--- src/rtl/sha2p_pkg.sv ---
package sha2p_pkg;

   typedef logic [31:0] word_t;

   typedef struct packed {
      word_t a; word_t b; word_t c; word_t d;
      word_t e; word_t f; word_t g; word_t h;
   } st8_t;

   typedef enum logic [1:0] {
      PH_IDLE = 2'd0,
      PH_RUN  = 2'd1,
      PH_FIN  = 2'd2
   } phase_e;

   localparam logic [255:0] INIT_HASH = {
      32'h6a09e667, 32'hbb67ae85, 32'h3c6ef372, 32'ha54ff53a,
      32'h510e527f, 32'h9b05688c, 32'h1f83d9ab, 32'h5be0cd19 };

   function automatic word_t rotr(word_t x, int n);
      return (x >> n) | (x << (32 - n));
   endfunction

   function automatic word_t big_sig0(word_t x);
      return rotr(x, 2) ^ rotr(x, 13) ^ rotr(x, 22);
   endfunction

   function automatic word_t big_sig1(word_t x);
      return rotr(x, 6) ^ rotr(x, 11) ^ rotr(x, 25);
   endfunction

   // returns {new_a, new_e} of one round
   function automatic logic [63:0] round_ae(st8_t s, word_t wk);
      word_t t1, t2;
      t1 = s.h + big_sig1(s.e) + ((s.e & s.f) ^ (~s.e & s.g)) + wk;
      t2 = big_sig0(s.a) + ((s.a & s.b) ^ (s.a & s.c) ^ (s.b & s.c));
      return {t1 + t2, s.d + t1};
   endfunction

   function automatic st8_t round_full(st8_t s, word_t wk);
      logic [63:0] ae;
      st8_t n;
      ae  = round_ae(s, wk);
      n.a = ae[63:32]; n.b = s.a; n.c = s.b; n.d = s.c;
      n.e = ae[31:0];  n.f = s.e; n.g = s.f; n.h = s.g;
      return n;
   endfunction

endpackage

--- src/rtl/sha2p_round2.sv ---
module sha2p_round2
   import sha2p_pkg::*;
(
   input  logic [127:0] top_i,   // {a,b,e,f}
   input  logic [127:0] bot_i,   // {c,d,g,h}
   input  logic [63:0]  wk_i,    // earlier round in the upper half
   output logic [127:0] top_o    // {a,b,e,f} two rounds later
);

   st8_t        s0;
   st8_t        s1;
   logic [63:0] ae2;

   assign s0 = '{a: top_i[127:96], b: top_i[95:64],
                 c: bot_i[127:96], d: bot_i[95:64],
                 e: top_i[63:32],  f: top_i[31:0],
                 g: bot_i[63:32],  h: bot_i[31:0]};

   assign s1  = round_full(s0, wk_i[63:32]);
   assign ae2 = round_ae(s1, wk_i[31:0]);

   // second-round b and f are the first-round a and e
   assign top_o = {ae2[63:32], s1.a, ae2[31:0], s1.e};

endmodule

--- src/rtl/sha2p_ctrl.sv ---
module sha2p_ctrl
   import sha2p_pkg::*;
#(
   parameter  int STEPS = 32,
   localparam int IDX_W = $clog2(STEPS)
)(
   input  logic             clk,
   input  logic             rst_n,
   input  logic             start_i,
   output logic             load_o,
   output logic             step_o,
   output logic             fin_o,
   output logic             busy_o,
   output logic [IDX_W-1:0] idx_o
);

   localparam logic [IDX_W-1:0] LAST = IDX_W'(STEPS - 1);

   phase_e           ph;
   logic [IDX_W-1:0] idx;

   always_ff @(posedge clk or negedge rst_n) begin
      if (!rst_n) begin
         ph  <= PH_IDLE;
         idx <= '0;
      end else begin
         unique case (ph)
            PH_IDLE: if (start_i) ph <= PH_RUN;
            PH_RUN: begin
               if (idx == LAST) begin
                  idx <= '0;
                  ph  <= PH_FIN;
               end else begin
                  idx <= idx + 1'b1;
               end
            end
            PH_FIN:  ph <= PH_IDLE;
            default: ph <= PH_IDLE;
         endcase
      end
   end

   assign load_o = (ph == PH_IDLE) && start_i;
   assign step_o = (ph == PH_RUN);
   assign fin_o  = (ph == PH_FIN);
   assign busy_o = (ph != PH_IDLE);
   assign idx_o  = idx;

endmodule

--- src/rtl/sha2p_fold.sv ---
module sha2p_fold #(
   parameter  int WORDS  = 8,
   parameter  int WORD_W = 32,
   localparam int TOT_W  = WORDS * WORD_W
)(
   input  logic [TOT_W-1:0] chain_i,
   input  logic [TOT_W-1:0] state_i,
   output logic [TOT_W-1:0] sum_o
);

   for (genvar w = 0; w < WORDS; w++) begin : g_add
      assign sum_o[w*WORD_W +: WORD_W] =
         chain_i[w*WORD_W +: WORD_W] + state_i[w*WORD_W +: WORD_W];
   end

endmodule

--- src/rtl/sha2p_core.sv ---
module sha2p_core
   import sha2p_pkg::*;
#(
   parameter  int NUM_ROUNDS = 64,
   localparam int STEPS      = NUM_ROUNDS / 2,
   localparam int IDX_W      = $clog2(STEPS)
)(
   input  logic             clk,
   input  logic             rst_n,
   input  logic             start,
   input  logic             use_iv,
   input  logic [255:0]     chain_in,
   input  logic [63:0]      wk_pair,
   output logic             busy,
   output logic [IDX_W-1:0] step_idx,
   output logic [255:0]     digest,
   output logic             done
);

   if (NUM_ROUNDS < 4 || (NUM_ROUNDS % 2) != 0) begin : g_bad_rounds
      $error("sha2p_core: NUM_ROUNDS must be even and at least 4");
   end

   logic         load, step, fin;
   logic [127:0] reg_a, reg_c;
   logic [127:0] cur_top, cur_bot, nxt_top;
   logic [127:0] end_top, end_bot;
   logic [255:0] chain_q, init_st, sum;

   sha2p_ctrl #(.STEPS(STEPS)) i_ctrl (
      .clk     (clk),
      .rst_n   (rst_n),
      .start_i (start),
      .load_o  (load),
      .step_o  (step),
      .fin_o   (fin),
      .busy_o  (busy),
      .idx_o   (step_idx)
   );

   // the fresh half moves between the registers on every step
   assign cur_top = step_idx[0] ? reg_c : reg_a;
   assign cur_bot = step_idx[0] ? reg_a : reg_c;

   sha2p_round2 i_round2 (
      .top_i (cur_top),
      .bot_i (cur_bot),
      .wk_i  (wk_pair),
      .top_o (nxt_top)
   );

   if ((STEPS % 2) == 0) begin : g_even_steps
      assign end_top = reg_a;
      assign end_bot = reg_c;
   end else begin : g_odd_steps
      assign end_top = reg_c;
      assign end_bot = reg_a;
   end

   assign init_st = use_iv ? INIT_HASH : chain_in;

   sha2p_fold #(.WORDS(8), .WORD_W(32)) i_fold (
      .chain_i (chain_q),
      .state_i ({end_top[127:64], end_bot[127:64], end_top[63:0], end_bot[63:0]}),
      .sum_o   (sum)
   );

   always_ff @(posedge clk or negedge rst_n) begin
      if (!rst_n) begin
         reg_a   <= '0;
         reg_c   <= '0;
         chain_q <= '0;
         digest  <= '0;
         done    <= 1'b0;
      end else begin
         done <= fin;
         if (load) begin
            chain_q <= init_st;
            reg_a   <= {init_st[255:192], init_st[127:64]};
            reg_c   <= {init_st[191:128], init_st[63:0]};
         end
         if (step) begin
            if (step_idx[0]) reg_a <= nxt_top;
            else             reg_c <= nxt_top;
         end
         if (fin) digest <= sum;
      end
   end

endmodule

--- config.mk ---
export PLATFORM = sky130hd
export DESIGN_NAME = sha2p_core
export DESIGN_NICKNAME = d
export VERILOG_FILES = /design/src/rtl/sha2p_pkg.sv /design/src/rtl/sha2p_round2.sv /design/src/rtl/sha2p_ctrl.sv /design/src/rtl/sha2p_fold.sv /design/src/rtl/sha2p_core.sv
export SDC_FILE = /design/constraint.sdc
export NUM_CORES = 2
export LEC_CHECK = 0
export BUFFER_PORTS_ARGS = -buffer_cell sky130_fd_sc_hd__buf_2
export CAP_MARGIN = 20
export CORE_UTILIZATION = 40
export CTS_BUF_LIST = sky130_fd_sc_hd__clkbuf_4 sky130_fd_sc_hd__clkbuf_8
export CTS_CLUSTER_SIZE = 28
export DETAILED_ROUTE_END_ITERATION = 6
export PLACE_DENSITY = 0.65
export SYNTH_ARGS = -nofsm -noshare
export SYNTH_HDL_FRONTEND = slang
export SYNTH_SLANG_ARGS = --single-unit
--- constraint.sdc ---
create_clock -name clk -period 12.85 [get_ports clk]
set_input_delay 1.285 -clock clk [delete_from_list [all_inputs] [get_ports clk]]
set_output_delay 1.285 -clock clk [all_outputs]
set_load 0.02 [all_outputs]
==> impl.org <==
** Synth
- Seq/Total Area, Yosys :: 31.6%
- Yosys printed 0 warnings.
- When the netlist entered floorplanning its net count stood at 7717.
- The mapped netlist covers 61400 sq um.
- Main synth FF type :: sky130_fd_sc_hd__dfrtp_1
- Summed over its instances, the top area cell type makes up 31.6% of the synthesized netlist area.
- Synth cell types :: 75
- FF+latch count, synth :: a little under 800
- Yosys mapped a number of flops with a built-in enable equal to 0.
- Async set-reset flop share out of synthesis :: 100%
- Top cells by area in the synthesized netlist :: sky130_fd_sc_hd__dfrtp_1 (32%), sky130_fd_sc_hd__ha_1 (8.9%), sky130_fd_sc_hd__xnor2_1 (6.8%)
- The average instance in the mapped netlist occupies approximately 9.1 sq um.
- Synthesis produced a netlist whose cell count is 6756.
- Cell type with the largest total area after synthesis :: sky130_fd_sc_hd__dfrtp_1

** STA
- Final hold analysis gives a worst-case slack of 0.356 ns.
- Clock skew on the completed layout was measured at 0.0774 ns.
- Derived from the worst setup path, the maximum achievable clock frequency is 80.3 MHz.
- Accumulated negative setup slack :: 0 ns
- The worst path uses 97.0% of the clock period.
- Max Slew Vio Count :: 0
- Across all setup checks in the final design, the least slack found is 0.389 ns.
- Final critical-path required period :: ~12 ns
- Setup violations remaining at the end of the flow were counted as 0.
- Worst slew margin relative to its limit :: 18.0%
- The number of failing hold endpoints at the final stage is 0.
- For the pin with the worst max-slew slack, the measured transition is 1.22 ns.

** CTS
- The clock passes through at most 3 buffers.
- Hold bufs inserted after CTS :: 0
- Total number of H-tree levels :: 4
- CTS tree :: yes
- Insertion delay to the later sink of the worst-skew pair :: 0.97 ns
- Clock transition time at the flip-flop clock pins of the worst setup and hold paths :: roughly 0.060 ns
- Total clock buffers created by CTS :: 143
- Root cell of the clock tree :: sky130_fd_sc_hd__clkbuf_8
- For this design, the sink count on the clock tree is roughly 780.

** Finish
- Number of nets in the finished design :: 8584
- Number of inserted filler cells in the final layout :: 14764
- FF+latch area :: 19400 sq um
- Fraction of layout instances using a drive strength above 1 :: 20.2%
- With fillers left out, the area of the finished cells amounts to 73200 sq um.
- Summing all multi-input logic gate instances after layout gives ~39000 sq um.
- Post-synthesis to final-layout area growth :: 19.3%

** Critical path
- In this design, the stage delay of the slowest critical-path cell is 0.54 ns.
- Type of the worst setup path :: reg -> reg
- Among all stages on the critical path, the largest delay is contributed by sky130_fd_sc_hd__fa_1.
- The kind of cell with the highest combined delay along the critical path is compound AO/OA/AOI/OAI gates.
- Data on the critical path is required at its endpoint by 13.63 ns.
- Crit-path max FO :: 14
- The worst setup path is launched from a flip-flop.
- The most numerous cell type found on the critical path is sky130_fd_sc_hd__a21o_1.
- Crit path arrival time :: 13.24 ns
- The worst setup path is captured at a flip-flop.
- Combined buffer and inverter count along the critical path :: 7

** Place
- Summing all placed instances gives a cell area of 69500 sq um.
- Count of buffers inserted at the top-level ports :: approximately 600
- Final HPWL DP :: 221000 um
- Routability-driven placement finished with a final weighted congestion of about 1.1.
- Timing analysis after detailed placement gives a worst setup slack of -0.354 ns.

** Drt
- Count of antenna-violating nets left after detailed routing :: 0
- The final layout contains routed wiring with a total length of 273000 um.
- The first detailed-routing pass took 7 iterations.
- Ratio of routed vias to standard cells :: 5.88
- The first routing iteration left roughly 6100 violations.
- After detailed routing, the number of remaining DRC violations is 0.
- Vias after detailed routing :: 57522
- After detailed routing, the average wire length per cell comes to 28.0 um.

** GRT
- The initial antenna violation count came to 16.
- The number of global-route vias before repair is ~56000.
- For this run the aggregate overflow at the end of global routing stands at 0.
- Met1 Use GR :: 44.2%
- Global routing consumed, on the met3 layer, 5.92% of the routing resources.
- Pin count of the biggest net entering global routing :: 168
- Top Usage Layer GRT :: met2
- Tot GR Track Use :: 34.6%
- Global routing used 53.7% of the available met2 tracks.
- Wire length of the first global-routing pass :: around 390000 um

** Run status
- Outcome :: completed

** Die
- Die area :: 155000 sq um
- Once the floorplan was initialized, standard cells occupied 40.4% of the core.
- Row generation in the floorplan step produced 143 rows.
- 587 I/O pins were placed.
- The die is 394 um wide.
- Placeable core area :: 152000 sq um
- The die is 394 um tall.

** Flow run
- Max-cap violations in this run came to 0.

** Worst hold path
- In this run the worst hold path is classified as in -> async.
[worst paths after layout]
path | slack (ns) | end | cells after the start | from
worst max-delay path | 0.39 | end_bot[127]$_DFF_PN0_ | 63 | i_ctrl.idx_o[0]$_DFFE_PN0N_
worst min-delay path | 0.36 | digest[21]$_DFFE_PN0P_ | 1 | rst_n
worst max register to register | 0.39 | end_bot[127]$_DFF_PN0_ | 63 | i_ctrl.idx_o[0]$_DFFE_PN0N_
worst min register to register | 0.47 | digest[70]$_DFFE_PN0P_ | 2 | digest[70]$_DFFE_PN0P_
max in group asynchronous | 10.24 | digest[194]$_DFFE_PN0P_ | 3 | rst_n
min in group clk | 0.47 | digest[70]$_DFFE_PN0P_ | 2 | digest[70]$_DFFE_PN0P_
[logic make-up (layout without fill, tap and decap cells)]
group	after synthesis	in the layout	synth area share, %
buffers and inverters	888	1865	5.43
adders and majority gates	685	685	16.2
AOI/OAI and AO/OA	2222	2222	23.7
other	0	12	0
muxes	173	173	3.41
xor gates and xnor gates	740	740	10.6
and+or+nand+nor	1272	1272	9.01
DFF	776	776	31.6
[cell usage after synthesis (41+ instances only)]
cell,number
sky130_fd_sc_hd__o22a_1,132
sky130_fd_sc_hd__nand3_1,57
sky130_fd_sc_hd__a21oi_1,509
sky130_fd_sc_hd__a221oi_1,127
sky130_fd_sc_hd__ha_1,439
sky130_fd_sc_hd__dfrtp_1,776
sky130_fd_sc_hd__and3_1,41
sky130_fd_sc_hd__nor2_1,359
sky130_fd_sc_hd__buf_1,46
sky130_fd_sc_hd__xnor2_1,479
sky130_fd_sc_hd__inv_1,507
sky130_fd_sc_hd__fa_1,198
sky130_fd_sc_hd__nand2_1,577
sky130_fd_sc_hd__mux2_2,65
sky130_fd_sc_hd__nor3_1,47
sky130_fd_sc_hd__o21bai_1,74
sky130_fd_sc_hd__mux2i_1,85
sky130_fd_sc_hd__xor2_1,257
sky130_fd_sc_hd__a21o_1,232
sky130_fd_sc_hd__o221ai_1,87
sky130_fd_sc_hd__clkbuf_1,335
sky130_fd_sc_hd__o22ai_1,72
sky130_fd_sc_hd__a22o_1,120
sky130_fd_sc_hd__nand2b_1,56
sky130_fd_sc_hd__maj3_1,48
sky130_fd_sc_hd__o21ai_0,592
sky130_fd_sc_hd__nor2b_1,47
[worst register-to-register path, delay by kind of cell, from the launching register on]
| family | cells | cell delay, ns |
|---|---|---|
| simple gates | 11 | 1.25 |
| compound gates | 31 | 5.42 |
| xor+xnor | 6 | 1.08 |
| buf+inv | 7 | 0.88 |
| fa+ha+maj | 8 | 3.19 |
| flops | 1 | 0.48 |
[final cells by class]
type,instances,share of cell area [%]
repair buffers,1103,9.50
clock buffers,218,3.78
clock inverters,37,0.547
diodes,12,0.0410
inverters,507,2.61
multi-input cells,5092,53.5
well taps,2030,3.47
flip-flops and latches,776,26.5
[flip-flops by register name (all words and copies together), names as in the netlist]
register,cells
digest,256
end_bot,128
chain_q,256
end_top,128
i_ctrl.ph,2
i_ctrl.idx_o,5
done,1
[timing repair]
item	4_1_cts	5_1_grt
setup endpoints to repair	7	48
resized for setup	6	71
setup buffers	4	6
endpoints found under the hold margin	0	0
pin swaps	0	27
[layout by cell type (no fill, tap or decap), drive strengths merged, types with 258 or more instances in the layout]
cell type  netlist  routed
a21oi          511     511
buf             46    1103
dfrtp          776     776
ha             439     439
inv            507     515
nand2          577     577
nor2           359     359
o21ai          601     601
xnor2          480     480
xor2           258     258
[layer usage]
layer | wire length, um | part of all wire (%) | vias up
li1 | - | - | 25660
met1 | 109000 | 40 | 28219
met2 | 122000 | 45 | 2936
met3 | 21800 | 8.0 | 699
met4 | 21200 | 7.8 | 8
met5 | 50 | 0.018 | -
[stage by stage]
step / utilization, % / cells
after detailed placement: 45.7 / 9498
after global routing: 48.1 / 9771
final: 48.1 / 9775
after floorplan: - / 6756
after CTS: 47.9 / 9757
after global placement: 45.7 / 9498
Power is left out: the tool's default activity adds up to more than one toggle a clock period on the data nets, which glitch-free logic cannot reach.
